`src/rtl/ra_pkg.sv`:
```
package ra_pkg;
    // Exit policy selector values
    localparam bit EXIT_ON_MISS = 1'b0;
    localparam bit EXIT_ON_ALL  = 1'b1;

    function automatic int unsigned cnt_bits(input int unsigned maxv);
        return $clog2(maxv + 1);
    endfunction
endpackage

```
`src/rtl/ra_regfile.sv`:
```
module ra_regfile #(
    parameter int NREGS = 8,
    parameter int XLEN  = 16,
    parameter int NWP   = 2,
    parameter int NRP   = 2,
    localparam int AW   = $clog2(NREGS)
) (
    input  logic                      clk,
    input  logic                      rst_n,
    input  logic                      save,
    input  logic                      restore,
    input  logic                      ra_act,
    input  logic [NWP-1:0]            wr_en,
    input  logic [NWP-1:0][AW-1:0]    wr_idx,
    input  logic [NWP-1:0][XLEN-1:0]  wr_data,
    input  logic [NWP-1:0][AW-1:0]    wr_src_a,
    input  logic [NWP-1:0][AW-1:0]    wr_src_b,
    input  logic [NWP-1:0]            wr_inv,
    input  logic [NRP-1:0][AW-1:0]    rd_idx,
    output logic [NRP-1:0][XLEN-1:0]  rd_data,
    output logic [NRP-1:0]            rd_inv,
    output logic [NREGS-1:0]          inv_vec
);
    typedef struct packed {
        logic [NREGS-1:0][XLEN-1:0] live;
        logic [NREGS-1:0][XLEN-1:0] bak;
        logic [NREGS-1:0]           inv;
    } rf_t;

    rf_t rf_d, rf_q;

    always_comb begin
        rf_d = rf_q;
        if (restore) begin
            rf_d.live = rf_q.bak;
            rf_d.inv  = '0;
        end else begin
            if (save) rf_d.bak = rf_q.live;
            for (int p = 0; p < NWP; p++) begin
                if (wr_en[p] && (wr_idx[p] != '0)) begin
                    rf_d.live[wr_idx[p]] = wr_data[p];
                    rf_d.inv[wr_idx[p]]  = ra_act &&
                        (wr_inv[p] || rf_q.inv[wr_src_a[p]] || rf_q.inv[wr_src_b[p]]);
                end
            end
        end
    end

    always_ff @(posedge clk) begin
        if (!rst_n) rf_q <= '0;
        else        rf_q <= rf_d;
    end

    for (genvar r = 0; r < NRP; r++) begin : g_rd
        assign rd_data[r] = (rd_idx[r] == '0) ? '0   : rf_q.live[rd_idx[r]];
        assign rd_inv[r]  = (rd_idx[r] == '0) ? 1'b0 : rf_q.inv[rd_idx[r]];
    end

    assign inv_vec = rf_q.inv;


    save_copies_chk: assert property (@(posedge clk) disable iff (!rst_n)
        (save && !restore) |=> (rf_q.bak == $past(rf_q.live)));

    restore_brings_back_chk: assert property (@(posedge clk) disable iff (!rst_n)
        restore |=> (rf_q.live == $past(rf_q.bak)) && (rf_q.inv == '0));

    zero_never_poisoned_chk: assert property (@(posedge clk) disable iff (!rst_n)
        !rf_q.inv[0]);
endmodule

```
`src/rtl/ra_mode.sv`:
```
module ra_mode #(
    parameter int PCW      = 16,
    parameter int LINEW    = 6,
    parameter int MAXFLY   = 4,
    parameter bit EXIT_ALL = 1'b0,
    localparam int CW      = ra_pkg::cnt_bits(MAXFLY)
) (
    input  logic             clk,
    input  logic             rst_n,
    input  logic             miss_valid,
    input  logic [PCW-1:0]   miss_pc,
    input  logic [LINEW-1:0] miss_line,
    input  logic             req_fire,
    input  logic             resp_valid,
    input  logic [LINEW-1:0] resp_line,
    output logic             ra,
    output logic             enter,
    output logic             leave,
    output logic [LINEW-1:0] pend_line,
    output logic             fly_full,
    output logic             redirect_valid,
    output logic [PCW-1:0]   redirect_pc
);
    typedef struct packed {
        logic             ra;
        logic [PCW-1:0]   pc;
        logic [LINEW-1:0] line;
        logic [CW-1:0]    cnt;
        logic             done;
        logic             redir;
    } md_t;

    md_t md_d, md_q;

    logic          hit;
    logic [CW-1:0] cnt_nx;
    logic          exit_cond;

    assign hit    = resp_valid && (resp_line == md_q.line) && !md_q.done;
    assign cnt_nx = md_q.cnt + CW'(req_fire) - CW'(resp_valid && (md_q.cnt != '0));

    if (EXIT_ALL == ra_pkg::EXIT_ON_ALL) begin : g_exit_all
        assign exit_cond = (md_q.done || hit) && (cnt_nx == '0);
    end else begin : g_exit_miss
        assign exit_cond = hit;
    end

    always_comb begin
        md_d       = md_q;
        md_d.redir = 1'b0;
        enter      = 1'b0;
        leave      = 1'b0;
        if (!md_q.ra) begin
            if (miss_valid) begin
                enter     = 1'b1;
                md_d.ra   = 1'b1;
                md_d.pc   = miss_pc;
                md_d.line = miss_line;
                md_d.cnt  = CW'(1);
                md_d.done = 1'b0;
            end
        end else begin
            md_d.cnt  = cnt_nx;
            md_d.done = md_q.done || hit;
            if (exit_cond) begin
                leave      = 1'b1;
                md_d.ra    = 1'b0;
                md_d.redir = 1'b1;
            end
        end
    end

    always_ff @(posedge clk) begin
        if (!rst_n) md_q <= '0;
        else        md_q <= md_d;
    end

    assign ra             = md_q.ra;
    assign pend_line      = md_q.line;
    assign fly_full       = (md_q.cnt >= CW'(MAXFLY));
    assign redirect_valid = md_q.redir;
    assign redirect_pc    = md_q.pc;


    enter_sets_mode_chk: assert property (@(posedge clk) disable iff (!rst_n)
        (!ra && miss_valid) |=> ra);

    second_miss_keeps_pc_chk: assert property (@(posedge clk) disable iff (!rst_n)
        (ra && miss_valid) |=> $stable(redirect_pc));

    leave_pulses_redirect_chk: assert property (@(posedge clk) disable iff (!rst_n)
        leave |=> (!ra && redirect_valid));

    fly_limit_chk: assert property (@(posedge clk) disable iff (!rst_n)
        md_q.cnt <= CW'(MAXFLY));
endmodule

```
`src/rtl/ra_gate.sv`:
```
module ra_gate #(
    parameter int NREGS = 8,
    parameter int LINEW = 6,
    localparam int AW   = $clog2(NREGS)
) (
    input  logic             ra,
    input  logic [NREGS-1:0] inv_vec,
    input  logic [LINEW-1:0] pend_line,
    input  logic             fly_full,
    input  logic             req_valid,
    input  logic [AW-1:0]    req_base,
    input  logic [LINEW-1:0] req_line,
    input  logic             br_valid,
    input  logic [AW-1:0]    br_src_a,
    input  logic [AW-1:0]    br_src_b,
    output logic             req_grant,
    output logic             req_fire,
    output logic             br_stall,
    output logic             dc_write_ok
);
    logic spec_ok;

    always_comb begin
        spec_ok     = !inv_vec[req_base] && (req_line != pend_line) && !fly_full;
        req_grant   = req_valid && (!ra || spec_ok);
        req_fire    = req_grant && ra;
        br_stall    = ra && br_valid && (inv_vec[br_src_a] || inv_vec[br_src_b]);
        dc_write_ok = !ra;
    end
endmodule

```
`src/rtl/runahead_ctl.sv`:
```
module runahead_ctl #(
    parameter int NREGS    = 8,
    parameter int XLEN     = 16,
    parameter int NWP      = 2,
    parameter int NRP      = 2,
    parameter int PCW      = 16,
    parameter int LINEW    = 6,
    parameter int MAXFLY   = 4,
    parameter bit EXIT_ALL = 1'b0,
    localparam int AW      = $clog2(NREGS)
) (
    input  logic                      clk,
    input  logic                      rst_n,
    input  logic                      miss_valid,
    input  logic [PCW-1:0]            miss_pc,
    input  logic [LINEW-1:0]          miss_line,
    input  logic [NWP-1:0]            wr_en,
    input  logic [NWP-1:0][AW-1:0]    wr_idx,
    input  logic [NWP-1:0][XLEN-1:0]  wr_data,
    input  logic [NWP-1:0][AW-1:0]    wr_src_a,
    input  logic [NWP-1:0][AW-1:0]    wr_src_b,
    input  logic [NWP-1:0]            wr_inv,
    input  logic [NRP-1:0][AW-1:0]    rd_idx,
    output logic [NRP-1:0][XLEN-1:0]  rd_data,
    output logic [NRP-1:0]            rd_inv,
    input  logic                      req_valid,
    input  logic [AW-1:0]             req_base,
    input  logic [LINEW-1:0]          req_line,
    output logic                      req_grant,
    input  logic                      br_valid,
    input  logic [AW-1:0]             br_src_a,
    input  logic [AW-1:0]             br_src_b,
    output logic                      br_stall,
    input  logic                      resp_valid,
    input  logic [LINEW-1:0]          resp_line,
    output logic                      dc_write_ok,
    output logic                      runahead,
    output logic                      redirect_valid,
    output logic [PCW-1:0]            redirect_pc
);
    logic             ra, enter, leave, fly_full, req_fire;
    logic [LINEW-1:0] pend_line;
    logic [NREGS-1:0] inv_vec;

    ra_mode #(.PCW(PCW), .LINEW(LINEW), .MAXFLY(MAXFLY), .EXIT_ALL(EXIT_ALL)) u_mode (
        .clk(clk), .rst_n(rst_n),
        .miss_valid(miss_valid), .miss_pc(miss_pc), .miss_line(miss_line),
        .req_fire(req_fire), .resp_valid(resp_valid), .resp_line(resp_line),
        .ra(ra), .enter(enter), .leave(leave), .pend_line(pend_line),
        .fly_full(fly_full), .redirect_valid(redirect_valid), .redirect_pc(redirect_pc)
    );

    ra_regfile #(.NREGS(NREGS), .XLEN(XLEN), .NWP(NWP), .NRP(NRP)) u_rf (
        .clk(clk), .rst_n(rst_n),
        .save(enter), .restore(leave), .ra_act(ra || enter),
        .wr_en(wr_en), .wr_idx(wr_idx), .wr_data(wr_data),
        .wr_src_a(wr_src_a), .wr_src_b(wr_src_b), .wr_inv(wr_inv),
        .rd_idx(rd_idx), .rd_data(rd_data), .rd_inv(rd_inv), .inv_vec(inv_vec)
    );

    ra_gate #(.NREGS(NREGS), .LINEW(LINEW)) u_gate (
        .ra(ra), .inv_vec(inv_vec), .pend_line(pend_line), .fly_full(fly_full),
        .req_valid(req_valid), .req_base(req_base), .req_line(req_line),
        .br_valid(br_valid), .br_src_a(br_src_a), .br_src_b(br_src_b),
        .req_grant(req_grant), .req_fire(req_fire), .br_stall(br_stall),
        .dc_write_ok(dc_write_ok)
    );

    assign runahead = ra;


    clean_in_normal_chk: assert property (@(posedge clk) disable iff (!rst_n)
        !ra |-> (inv_vec == '0));

    grant_base_clean_chk: assert property (@(posedge clk) disable iff (!rst_n)
        (ra && req_grant) |-> !inv_vec[req_base]);

    grant_no_collide_chk: assert property (@(posedge clk) disable iff (!rst_n)
        (ra && req_grant) |-> (req_line != pend_line));

    cache_locked_chk: assert property (@(posedge clk) disable iff (!rst_n)
        ra |-> !dc_write_ok);

    branch_hold_chk: assert property (@(posedge clk) disable iff (!rst_n)
        (ra && br_valid && (inv_vec[br_src_a] || inv_vec[br_src_b])) |-> br_stall);
endmodule

```
`config.mk`:
```
export PLATFORM = sky130hd
export DESIGN_NAME = runahead_ctl
export DESIGN_NICKNAME = d
export VERILOG_FILES = /design/src/rtl/ra_pkg.sv /design/src/rtl/ra_regfile.sv /design/src/rtl/ra_mode.sv /design/src/rtl/ra_gate.sv /design/src/rtl/runahead_ctl.sv
export SDC_FILE = /design/constraint.sdc
export NUM_CORES = 1
export LEC_CHECK = 0
export CORE_MARGIN = 2
export CORE_UTILIZATION = 35
export CTS_BUF_LIST = sky130_fd_sc_hd__clkbuf_4 sky130_fd_sc_hd__clkbuf_8
export DETAILED_ROUTE_END_ITERATION = 8
export GPL_TIMING_DRIVEN = 0
export PLACE_DENSITY = 0.6
export SYNTH_ARGS = -nofsm -noshare
export SYNTH_HDL_FRONTEND = slang
export SYNTH_HIERARCHICAL = 1
export SYNTH_SLANG_ARGS = --single-unit
```
`constraint.sdc`:
```
create_clock -name clk -period 4.4 [get_ports clk]
set_input_delay 0.88 -clock clk [delete_from_list [all_inputs] [get_ports clk]]
set_output_delay 0.88 -clock clk [all_outputs]
set_load 0.05 [all_outputs]
```
==> impl_metrics.tcl, run 1 <==
set metrics [dict create \
    first_pass_iters 6 \
    grt_use_total_pct 29.4 \
    holdWs_ns 0.449 \
    routedWlPerCell_um 25.4 \
    drt-initial-drc-count 2004 \
    synthToLayoutAreaGrowth_pct 21.1 \
    cts_sinks 260 \
    ctsHoldBuffers 0 \
    critPathRequiredTime_ns 3.52 \
    hold_start "u_rf/rf_q[97]$_SDFFE_PN0P_" \
    routabilityCongestion 1.02 \
    powerDensity_nw_per_um2 331 \
    tns_ns 0 \
    leakage_nw 6.30 \
    drtAntennaViolNets 0 \
    clk_latency_ns 0.63 \
    fin_crit_ns 4.33 \
    yosys.area.top_type "dfxtp_1" \
    finalHoldViolCount 0 \
    slew_headroom_pct 13.2 \
    nNetsFinal 2158 \
    whs_endpoint "u_rf/rf_q[225]$_SDFF_PN0_" \
    rsz0062_at_grt "false" \
    fin_area_sq_um 18300 \
    die_y_um 212 \
    critPathKind "in2out" \
    grt_pass1_vias 15000 \
    synth_fp_nets 1954 \
    die_x_um 212 \
    synthArstFlopShare_pct 0 \
    fmax_ghz 0.231 \
    min_period_over_period_pct 98.5 \
    synth_area_leaders "dfxtp_1, nand2_1, a311o_1" \
    regToRegStartpoint "u_mode/ra$_SDFF_PN0_" \
    drv_slew 0 \
    ys_types 56 \
    synth_seq_area_share_pct 34.5 \
    syn_area_sq_um 15100 \
    num-fill-cells 4361 \
    totalWireLength_um 66600 \
    synthCells 1842 \
    diodes 0 \
    fin_util_pct 42.7 \
    antenna_found_initial 2 \
    seq_area_sq_um 5200 \
    routed_via_density 5.89 \
    r2r_end "u_rf/rf_q[105]$_SDFFE_PN0P_" \
    r2r_cells 10 \
    via_count 15500 \
    setup_viol 0 \
    skew_ns 0.0304 \
    vdd_drop_max_v 0.000192 \
    placed_cell_area_sq_um 17300 \
    drive_above_1_share_pct 13.8 \
    dpl.hpwl_um 48200 \
    r2r_slack_ns 0.67 \
    status "complete, no violations" \
    grt_pass1_wl_um 95700 \
    multiInputGateArea_sq_um 8630 \
    cp-end-kind "output port" \
    ys.warnings.count 6 \
    cts-root-buf "clkbuf_8" \
    avgSynthCellArea_sq_um 8.19 \
    cts_resized 0 \
    grt_max_degree 13 \
    cts_setup_buffers 0 \
    io_pins 164 \
    grt_remaining_overflow 0 \
    start_util_pct 35.3 \
    ys.flop_type "dfxtp_1" \
    dieArea_sq_um 44800 \
    h-tree-depth 2 \
    cp.arrival_ns 3.45 \
    synth_edf_count 0 \
    io_buffers 156 \
    maxCapViolations 0 \
    whs_path_depth 2 \
    rows 76 \
    cts_tree "done" \
    cts.clk_slew.worst_paths_ns 0.06 \
    cts_buffers 46 \
    synth_seq_cells 260 \
    netlist.area_leader.share_pct 34.5 \
    drc 0 \
    tightest_slew_ns 1.30 \
    hold_path_class "reg2reg" \
    cp_max_fo 10 \
    core_area_sq_um 42800 \
    cts_buffer_depth 3 \
    cp-start-kind "input pin" \
]
## Yosys cell counts (24+ instances only)
cell      instances
inv_1            41
dfxtp_1         260
a21boi_0        128
a311o_1          96
mux2_2           34
nor2_1          116
mux4_2           42
buf_4            34
clkbuf_1         97
nand2_1         575
a21oi_1          67
mux2i_1          24
a221oi_1         34
a21boi_1         80
buf_2            50
## where the power goes
group	switching [mW]	internal, mW
Clock	1.04	1.30
Combinational	0.683	0.458
Sequential	0.124	2.44
Total	1.85	4.20
## metal layers
metal	global-route usage, %	vias up	share of wire [%]
met5	0	-	0.081
met3	9.57	244	13
li1	-	6811	-
met2	43.1	981	41
met4	17.9	2	6.9
met1	37.6	7413	39
## cells in the final DEF, fill, tap and decap left out, types with 5 or more instances in the layout
master and n:
buf_4 34, and4b_1 6, nor2_1 116, clkbuf_4 15, a21boi_2 16, xnor2_1 8
o21ai_0 8, a311o_1 96, mux4_1 5, nand3_1 16, a21boi_0 128, clkbuf_8 58
a221oi_1 34, inv_1 41, nand4bb_1 6, a21oi_1 67, a211o_1 16, nor3_1 5
nand2_1 575, clkbuf_1 97, buf_6 11, a21boi_1 80, dfxtp_1 260, mux4_2 42
xor2_1 6, buf_2 50, buf_8 5, mux2_2 34, mux2i_1 24, clkdlybuf4s50_1 156
## flip-flops by register name, indices dropped and copies added, names as in the netlist
signal                 count
u_rf/rf_q                224
u_mode/ra                  1
u_rf/inv_vec               8
u_mode/redirect_valid      1
u_mode/md_q                4
u_mode/pend_line           6
u_mode/redirect_pc        16
## cells by family (layout without fill, tap and decap cells)
| group | count (synthesis) | count (layout) | share of synthesized area [%] |
|---|---|---|---|
| AND/OR/NAND/NOR | 757 | 757 | 20.7 |
| AO/OA/AOI/OAI | 458 | 458 | 24.1 |
| flip-flops | 260 | 260 | 34.5 |
| buffers and inverters | 245 | 479 | 8.28 |
| multiplexers | 105 | 105 | 11.3 |
| XOR/XNOR | 14 | 14 | 0.813 |
| adder cells (fa/ha/maj) | 3 | 3 | 0.299 |
## stage by stage
step | cells | power, mW | worst slack (ns)
2_1_floorplan | 1842 | 3.22 | 0.813
3_3_place_gp | 2544 | 3.71 | 0.0739
3_5_place_dp | 2544 | 3.72 | -0.0454
4_1_cts | 2622 | 6.07 | 0.153
5_1_grt | 2622 | 6.25 | 0.0299
6_report | 2622 | 6.05 | 0.0665
## worst max-delay path, cell delays in order
cell	delay, ns
buf_2	0.26
buf_2	0.34
clkbuf_1	0.48
a221oi_1	0.25
a21oi_1	0.34
clkdlybuf4s50_1	0.88
## final cells by class
type	instances	area share (%)
well taps	546	3.74
clock inverters	5	0.151
flip-flops and latches	260	28.5
multi-input cells	1337	47.2
clock buffers	73	4.99
repair buffers	156	8.55
inverters	43	0.883
plain buffers	202	5.96
## how the worst max path moves through the flow
stage,startpoint,endpoint,slack (ns),depth (start not counted)
3_5_place_dp,resp_line[1],u_rf/rf_q[113]$_SDFFE_PN0P_,-0.05,10
4_1_cts,rd_idx[1],rd_data[10],0.15,6
2_1_floorplan,req_base[0],req_grant,0.81,5
3_3_place_gp,resp_line[1],u_rf/rf_q[128]$_SDFFE_PN0P_,0.07,10
6_report,rd_idx[3],rd_data[23],0.07,6
5_1_grt,rd_idx[3],rd_data[23],0.03,6
(Power assumes the default switching activity.)
==> run 2, diff against run 1 <==
- DONT_BUFFER_PORTS: not set -> 1
- MAX_ROUTING_LAYER: not set -> met4
- PLACE_DENSITY: 0.6 -> 0.55
- SYNTH_HIERARCHICAL: 1 -> not set
==> run 2 against run 1 <==
Cell count shrank 6.7%. Clock power grew 11%. Die area grew 0.47%.
==> impl_metrics.tcl, run 2 <==
set metrics [dict create \
    status "complete, no violations" \
    yosys.area.top_type "dfxtp_1" \
    via_count 14100 \
    critPathKind "in2out" \
    fin_crit_ns 4.40 \
    finalHoldViolCount 0 \
    io_buffers 0 \
    rows 76 \
    synthCells 1775 \
    cp.arrival_ns 3.52 \
    grt_pass1_wl_um 94100 \
    powerDensity_nw_per_um2 361 \
    syn_area_sq_um 15200 \
    setup_viol 0 \
    maxCapViolations 0 \
    slew_headroom_pct 6.24 \
    antenna_found_initial 2 \
    ys_types 52 \
    routed_via_density 5.77 \
    layout_commonest_cell "nand2_1" \
    synth_seq_area_share_pct 35.9 \
    cts.clk_slew.worst_paths_ns 0.06 \
    io_pins 164 \
    synthToLayoutAreaGrowth_pct 12.3 \
    holdWs_ns 0.380 \
    cts_setup_buffers 0 \
    first_pass_iters 5 \
    leakage_nw 6.50 \
    dpl.hpwl_um 49000 \
    hold_path_class "in2reg" \
    cts-root-buf "clkbuf_8" \
    synth_common_cells "nand2_1, dfxtp_1, a21boi_0" \
    die_x_um 212 \
    critPathRequiredTime_ns 3.52 \
    routedWlPerCell_um 27.2 \
    synth_seq_cells 272 \
    drt-initial-drc-count 1383 \
    routabilityCongestion 1.05 \
    ys.flop_type "dfxtp_1" \
    finalPower_mw 6.15 \
    ctsHoldBuffers 0 \
    place_ws_ns 0.108 \
    min_period_over_period_pct 99.9 \
    rsz0062_at_grt "true" \
    cts_buffer_depth 3 \
    clk_latency_ns 0.64 \
    tns_ns 0 \
    tightest_slew_ns 1.41 \
    cts_resized 0 \
    die_y_um 212 \
    layout.cells.non_filler 2446 \
    place_inst 2360 \
    layout_setup_ws_ns 0.00318 \
    placed_cell_area_sq_um 15900 \
    cp_max_fo 10 \
    post-synth-top-count-cell "nand2_1" \
    fmax_ghz 0.227 \
    dieArea_sq_um 45000 \
    fin_area_sq_um 17000 \
    nNetsFinal 1938 \
    cts_sinks 272 \
    grt_pass1_vias 13200 \
    vdd_drop_max_v 0.000222 \
    synthArstFlopShare_pct 0 \
    drv_slew 0 \
    ys.warnings.count 0 \
    drc 0 \
    skew_ns 0.0268 \
    grt_max_degree 13 \
    fin_util_pct 39.7 \
    drtAntennaViolNets 0 \
    grt_use_total_pct 30.2 \
    final_cell_mix "nand2_1, dfxtp_1, a21boi_0" \
    core_area_sq_um 42900 \
    totalWireLength_um 66600 \
    cp-end-kind "output port" \
    avgSynthCellArea_sq_um 8.54 \
    cts_tree "done" \
    netlist.area_leader.share_pct 35.9 \
    synth_edf_count 0 \
    synth_fp_nets 1887 \
    cp-start-kind "input pin" \
    synth_area_leaders "dfxtp_1, nand2_1, a21boi_0" \
    drive_above_1_share_pct 12.7 \
    top_register "u_rf.rf_q" \
    cts_buffers 49 \
    largest_register_ffs 236 \
    grt_remaining_overflow 0 \
    start_util_pct 35.3 \
    h-tree-depth 2 \
]
-- run 2: worst paths after layout --
kind | start | endpoint | slack (ns) | cells after the start
min | miss_valid | u_mode.md_q[2]$_SDFFE_PN0P_ | 0.38 | 2
max reg2reg | u_mode.ra$_SDFF_PN0_ | u_rf.rf_q[57]$_SDFFE_PN0P_ | 0.81 | 7
max | rd_idx[1] | rd_data[2] | 0.003 | 4
min reg2reg | u_rf.rf_q[54]$_SDFFE_PN0P_ | u_rf.rf_q[182]$_SDFF_PN0_ | 0.44 | 2
-- run 2: layer usage --
metal  track usage (%)  routed length [um]
met3              8.57                6820
met4              12.0                2710
met5                 -                   0
met1              38.0               27900
met2              45.6               29200
-- run 2: final cells by class --
| cell class | instances | area, sq um |
|---|---|---|
| inverter | 20 | 75.1 |
| antenna | 2 | 5.00 |
| sequential | 272 | 5450 |
| clock buffer | 77 | 966 |
| clock inverter | 7 | 87.6 |
| buffer | 178 | 860 |
| fill | 4367 | 25900 |
| multi-input combinational | 1305 | 8860 |
| tap | 585 | 732 |
-- run 2: cells by family (layout without fill, tap and decap cells) --
logic type / Yosys count / count (layout) / synth area share [%]
muxes: 200 / 200 / 17.4
buffers and inverters: 198 / 282 / 6.17
DFF: 272 / 272 / 35.9
xor gates and xnor gates: 13 / 13 / 0.751
and+or+nand+nor: 630 / 630 / 17.1
other: 0 / 2 / 0
AOI/OAI and AO/OA: 459 / 459 / 22.3
adders and majority gates: 3 / 3 / 0.297
-- run 2: where the power goes --
group	switching, mW	total (mW)	internal (mW)	leakage (nW)
Clock	1.09	2.59	1.50	0.559
Sequential	0.129	2.68	2.56	2.21
Combinational	0.563	0.873	0.310	3.73
Total	1.79	6.15	4.36	6.50
-- run 2: worst max-delay path, cell delays in order --
cell and delay (ns):
clkbuf_1 0.24, clkbuf_1 0.65, a21oi_1 0.58, a221oi_2 1.15
==> run 3, diff against run 2 <==
- ABC_AREA: not set -> 1
==> run 3 against run 2 <==
Hold slack worse by 0.034 ns. Cell count up 16%. Sequential share of layout area rose by 2.5 points. Non-clock buffer count rose by 10.
==> impl_metrics.tcl, run 3 <==
set metrics [dict create \
    status "complete, no violations" \
    final_cell_mix "o21ai_0, dfxtp_1, a21oi_1" \
    wl_met1_um 30500 \
    powerDensity_nw_per_um2 410 \
    synth_seq_area_share_pct 38.9 \
    die_x_um 211 \
    cts-root-buf "clkbuf_8" \
    grt_remaining_overflow 0 \
    ys.warnings.count 0 \
    syn_area_sq_um 15000 \
    yosys.area_share.simple_pct 14.6 \
    routabilityCongestion 1.07 \
    switching_power_mw 2.19 \
    start_util_pct 35.6 \
    via_count 16800 \
    synth_xor_area_share_pct 0.292 \
    leakage_nw 6.39 \
    first_pass_iters 5 \
    largest_register_ffs 256 \
    dpl.hpwl_um 55200 \
    critPathKind "in2out" \
    drv_slew 0 \
    tightest_slew_ns 1.46 \
    slew_headroom_pct 1.95 \
    power.internal_mw 4.75 \
    r2r_slack_ns 1.55 \
    synth_edf_count 0 \
    layout_commonest_cell "o21ai_0" \
    grt_use_total_pct 33.5 \
    wl_met3_um 7800 \
    rows 75 \
    dr.max_layer_used "met4" \
    drive_above_1_share_pct 9.84 \
    cts_buffer_depth 3 \
    core_area_sq_um 42100 \
    avgSynthCellArea_sq_um 6.82 \
    cts_buffers 52 \
    post-synth-top-count-cell "o21ai_0" \
    synth_compound_area_share_pct 35.9 \
    synthToLayoutAreaGrowth_pct 12.7 \
    dieArea_sq_um 44600 \
    sw_frac_of_total_pct 31.5 \
    top_register "u_rf.rf_q" \
    synth_seq_cells 292 \
    cts.clk_slew.worst_paths_ns 0.06 \
    io_pins 164 \
    cts_tree "done" \
    min_period_over_period_pct 98.2 \
    critPathRequiredTime_ns 3.52 \
    synthArstFlopShare_pct 0 \
    cts_setup_buffers 0 \
    synth_top_family_by_area "compound AO/OA/AOI/OAI gates" \
    clk_latency_ns 0.67 \
    drc 0 \
    io_buffers 0 \
    synth_common_cells "o21ai_0, dfxtp_1, a21oi_1" \
    place_ws_ns 0.156 \
    routed_via_density 5.91 \
    layout_setup_ws_ns 0.0805 \
    h-tree-depth 2 \
    cp-end-kind "output port" \
    nNetsFinal 2369 \
    synth_fp_nets 2314 \
    finalHoldViolCount 0 \
    yosys.area.top_type "dfxtp_1" \
    wl_met2_um 31100 \
    synth_area_leaders "dfxtp_1, o21ai_0, a21oi_1" \
    grt_pass1_vias 15300 \
    cp_max_fo 10 \
    maxCapViolations 0 \
    vdd_drop_max_v 0.000244 \
    ys_types 41 \
    ys.flop_type "dfxtp_1" \
    grt_pass1_wl_um 106000 \
    skew_ns 0.0510 \
    netlist.area_leader.share_pct 38.9 \
    cp.arrival_ns 3.44 \
    rsz0062_at_grt "false" \
    synthAdderAreaFrac_pct 0.300 \
    grt_max_degree 15 \
    hold_path_class "in2reg" \
    tns_ns 0 \
    cts_resized 0 \
    synthMuxAreaShare_pct 0 \
    ctsHoldBuffers 0 \
    die_y_um 211 \
    synthCells 2202 \
    power_frac_seq_pct 42.2 \
    drtAntennaViolNets 0 \
    cp-start-kind "input pin" \
    totalWireLength_um 73800 \
    cts_sinks 292 \
    drt-initial-drc-count 2387 \
    clkPwrFrac_pct 41.4 \
    antenna_found_initial 6 \
    fmax_ghz 0.232 \
    fin_crit_ns 4.32 \
    setup_viol 0 \
    pwr-share-comb_pct 16.4 \
    routedWlPerCell_um 26.0 \
]
## run 3: cell types whose count changed in the layout (fill, tap and decap cells not counted), moves of 100 or more
cell / previous run / this run
a21boi_0: 172 / 0
a21oi_1: 18 / 256
inv_1: 20 / 143
mux2i_1: 122 / 0
nand2_1: 534 / 248
nor2_1: 33 / 237
o21ai_0: 18 / 537
o21ai_1: 2 / 102
## run 3: worst max-delay path, cell delays in order
cell and delay (ns):
buf_2 0.18, inv_1 0.11, clkbuf_1 0.49, nor2_1 0.07, o21ai_0 0.43, o21ai_0 0.24
a31oi_1 1.03
## run 3: final timing paths
check        cells past startpoint                                  end                         from
max reg2reg                      6     u_mode.pend_line[0]$_SDFFE_PN0P_         u_mode.ra$_SDFF_PN0_
min reg2reg                      2            u_rf.rf_q[243]$_SDFF_PN0_  u_rf.rf_q[115]$_SDFFE_PN0P_
max                              7                           rd_data[2]                    rd_idx[0]
min                              2  u_mode.redirect_pc[11]$_SDFFE_PN0P_                  miss_pc[11]
## run 3: area by class of cell
cell class | instances | area [sq um]
repair buffers | 1 | 11.3
diodes | 5 | 12.5
plain buffers | 187 | 928
clock buffers | 86 | 1080
inverters | 153 | 574
multi-input cells | 1570 | 7700
well taps | 539 | 674
fillers | 4462 | 25200
flip-flops and latches | 292 | 5850
clock inverters | 8 | 108
## run 3: cell families after synthesis
group,Yosys count
AOI/OAI and AO/OA,1019
xor gates and xnor gates,5
adders and majority gates,3
buffers and inverters,340
DFF,292
and+or+nand+nor,543
## run 3: stage by stage
| stage | hold slack, ns | util, % | cells | power, mW | cell area [sq um] |
|---|---|---|---|---|---|
| 2_1_floorplan | 0.423 | - | 2202 | 3.71 | 15000 |
| 3_3_place_gp | 0.433 | 37.2 | 2741 | 4.07 | 15700 |
| 3_5_place_dp | 0.438 | 37.3 | 2742 | 4.10 | 15700 |
| 4_1_cts | 0.317 | 40.2 | 2836 | 6.95 | 16900 |
| 5_1_grt | 0.335 | 40.2 | 2838 | 7.19 | 16900 |
| 6_report | 0.347 | 40.2 | 2841 | 6.94 | 16900 |
## run 3: metal layers
| layer | vias up | global-route usage [%] |
|---|---|---|
| met5 | - | - |
| met4 | 0 | 18.6 |
| met3 | 226 | 6.50 |
| met2 | 998 | 48.6 |
| met1 | 7908 | 43.8 |
| li1 | 7652 | - |
## run 3: power groups by stage
stage                     clock [mW]  sequential [mW]  combinational, mW
after floorplan                    0             2.93              0.781
after CTS                       2.91             2.92               1.12
after detailed placement           0             2.98               1.12
after global routing            3.03             2.94               1.23
final                           2.87             2.93               1.14
after global placement             0             2.97               1.10
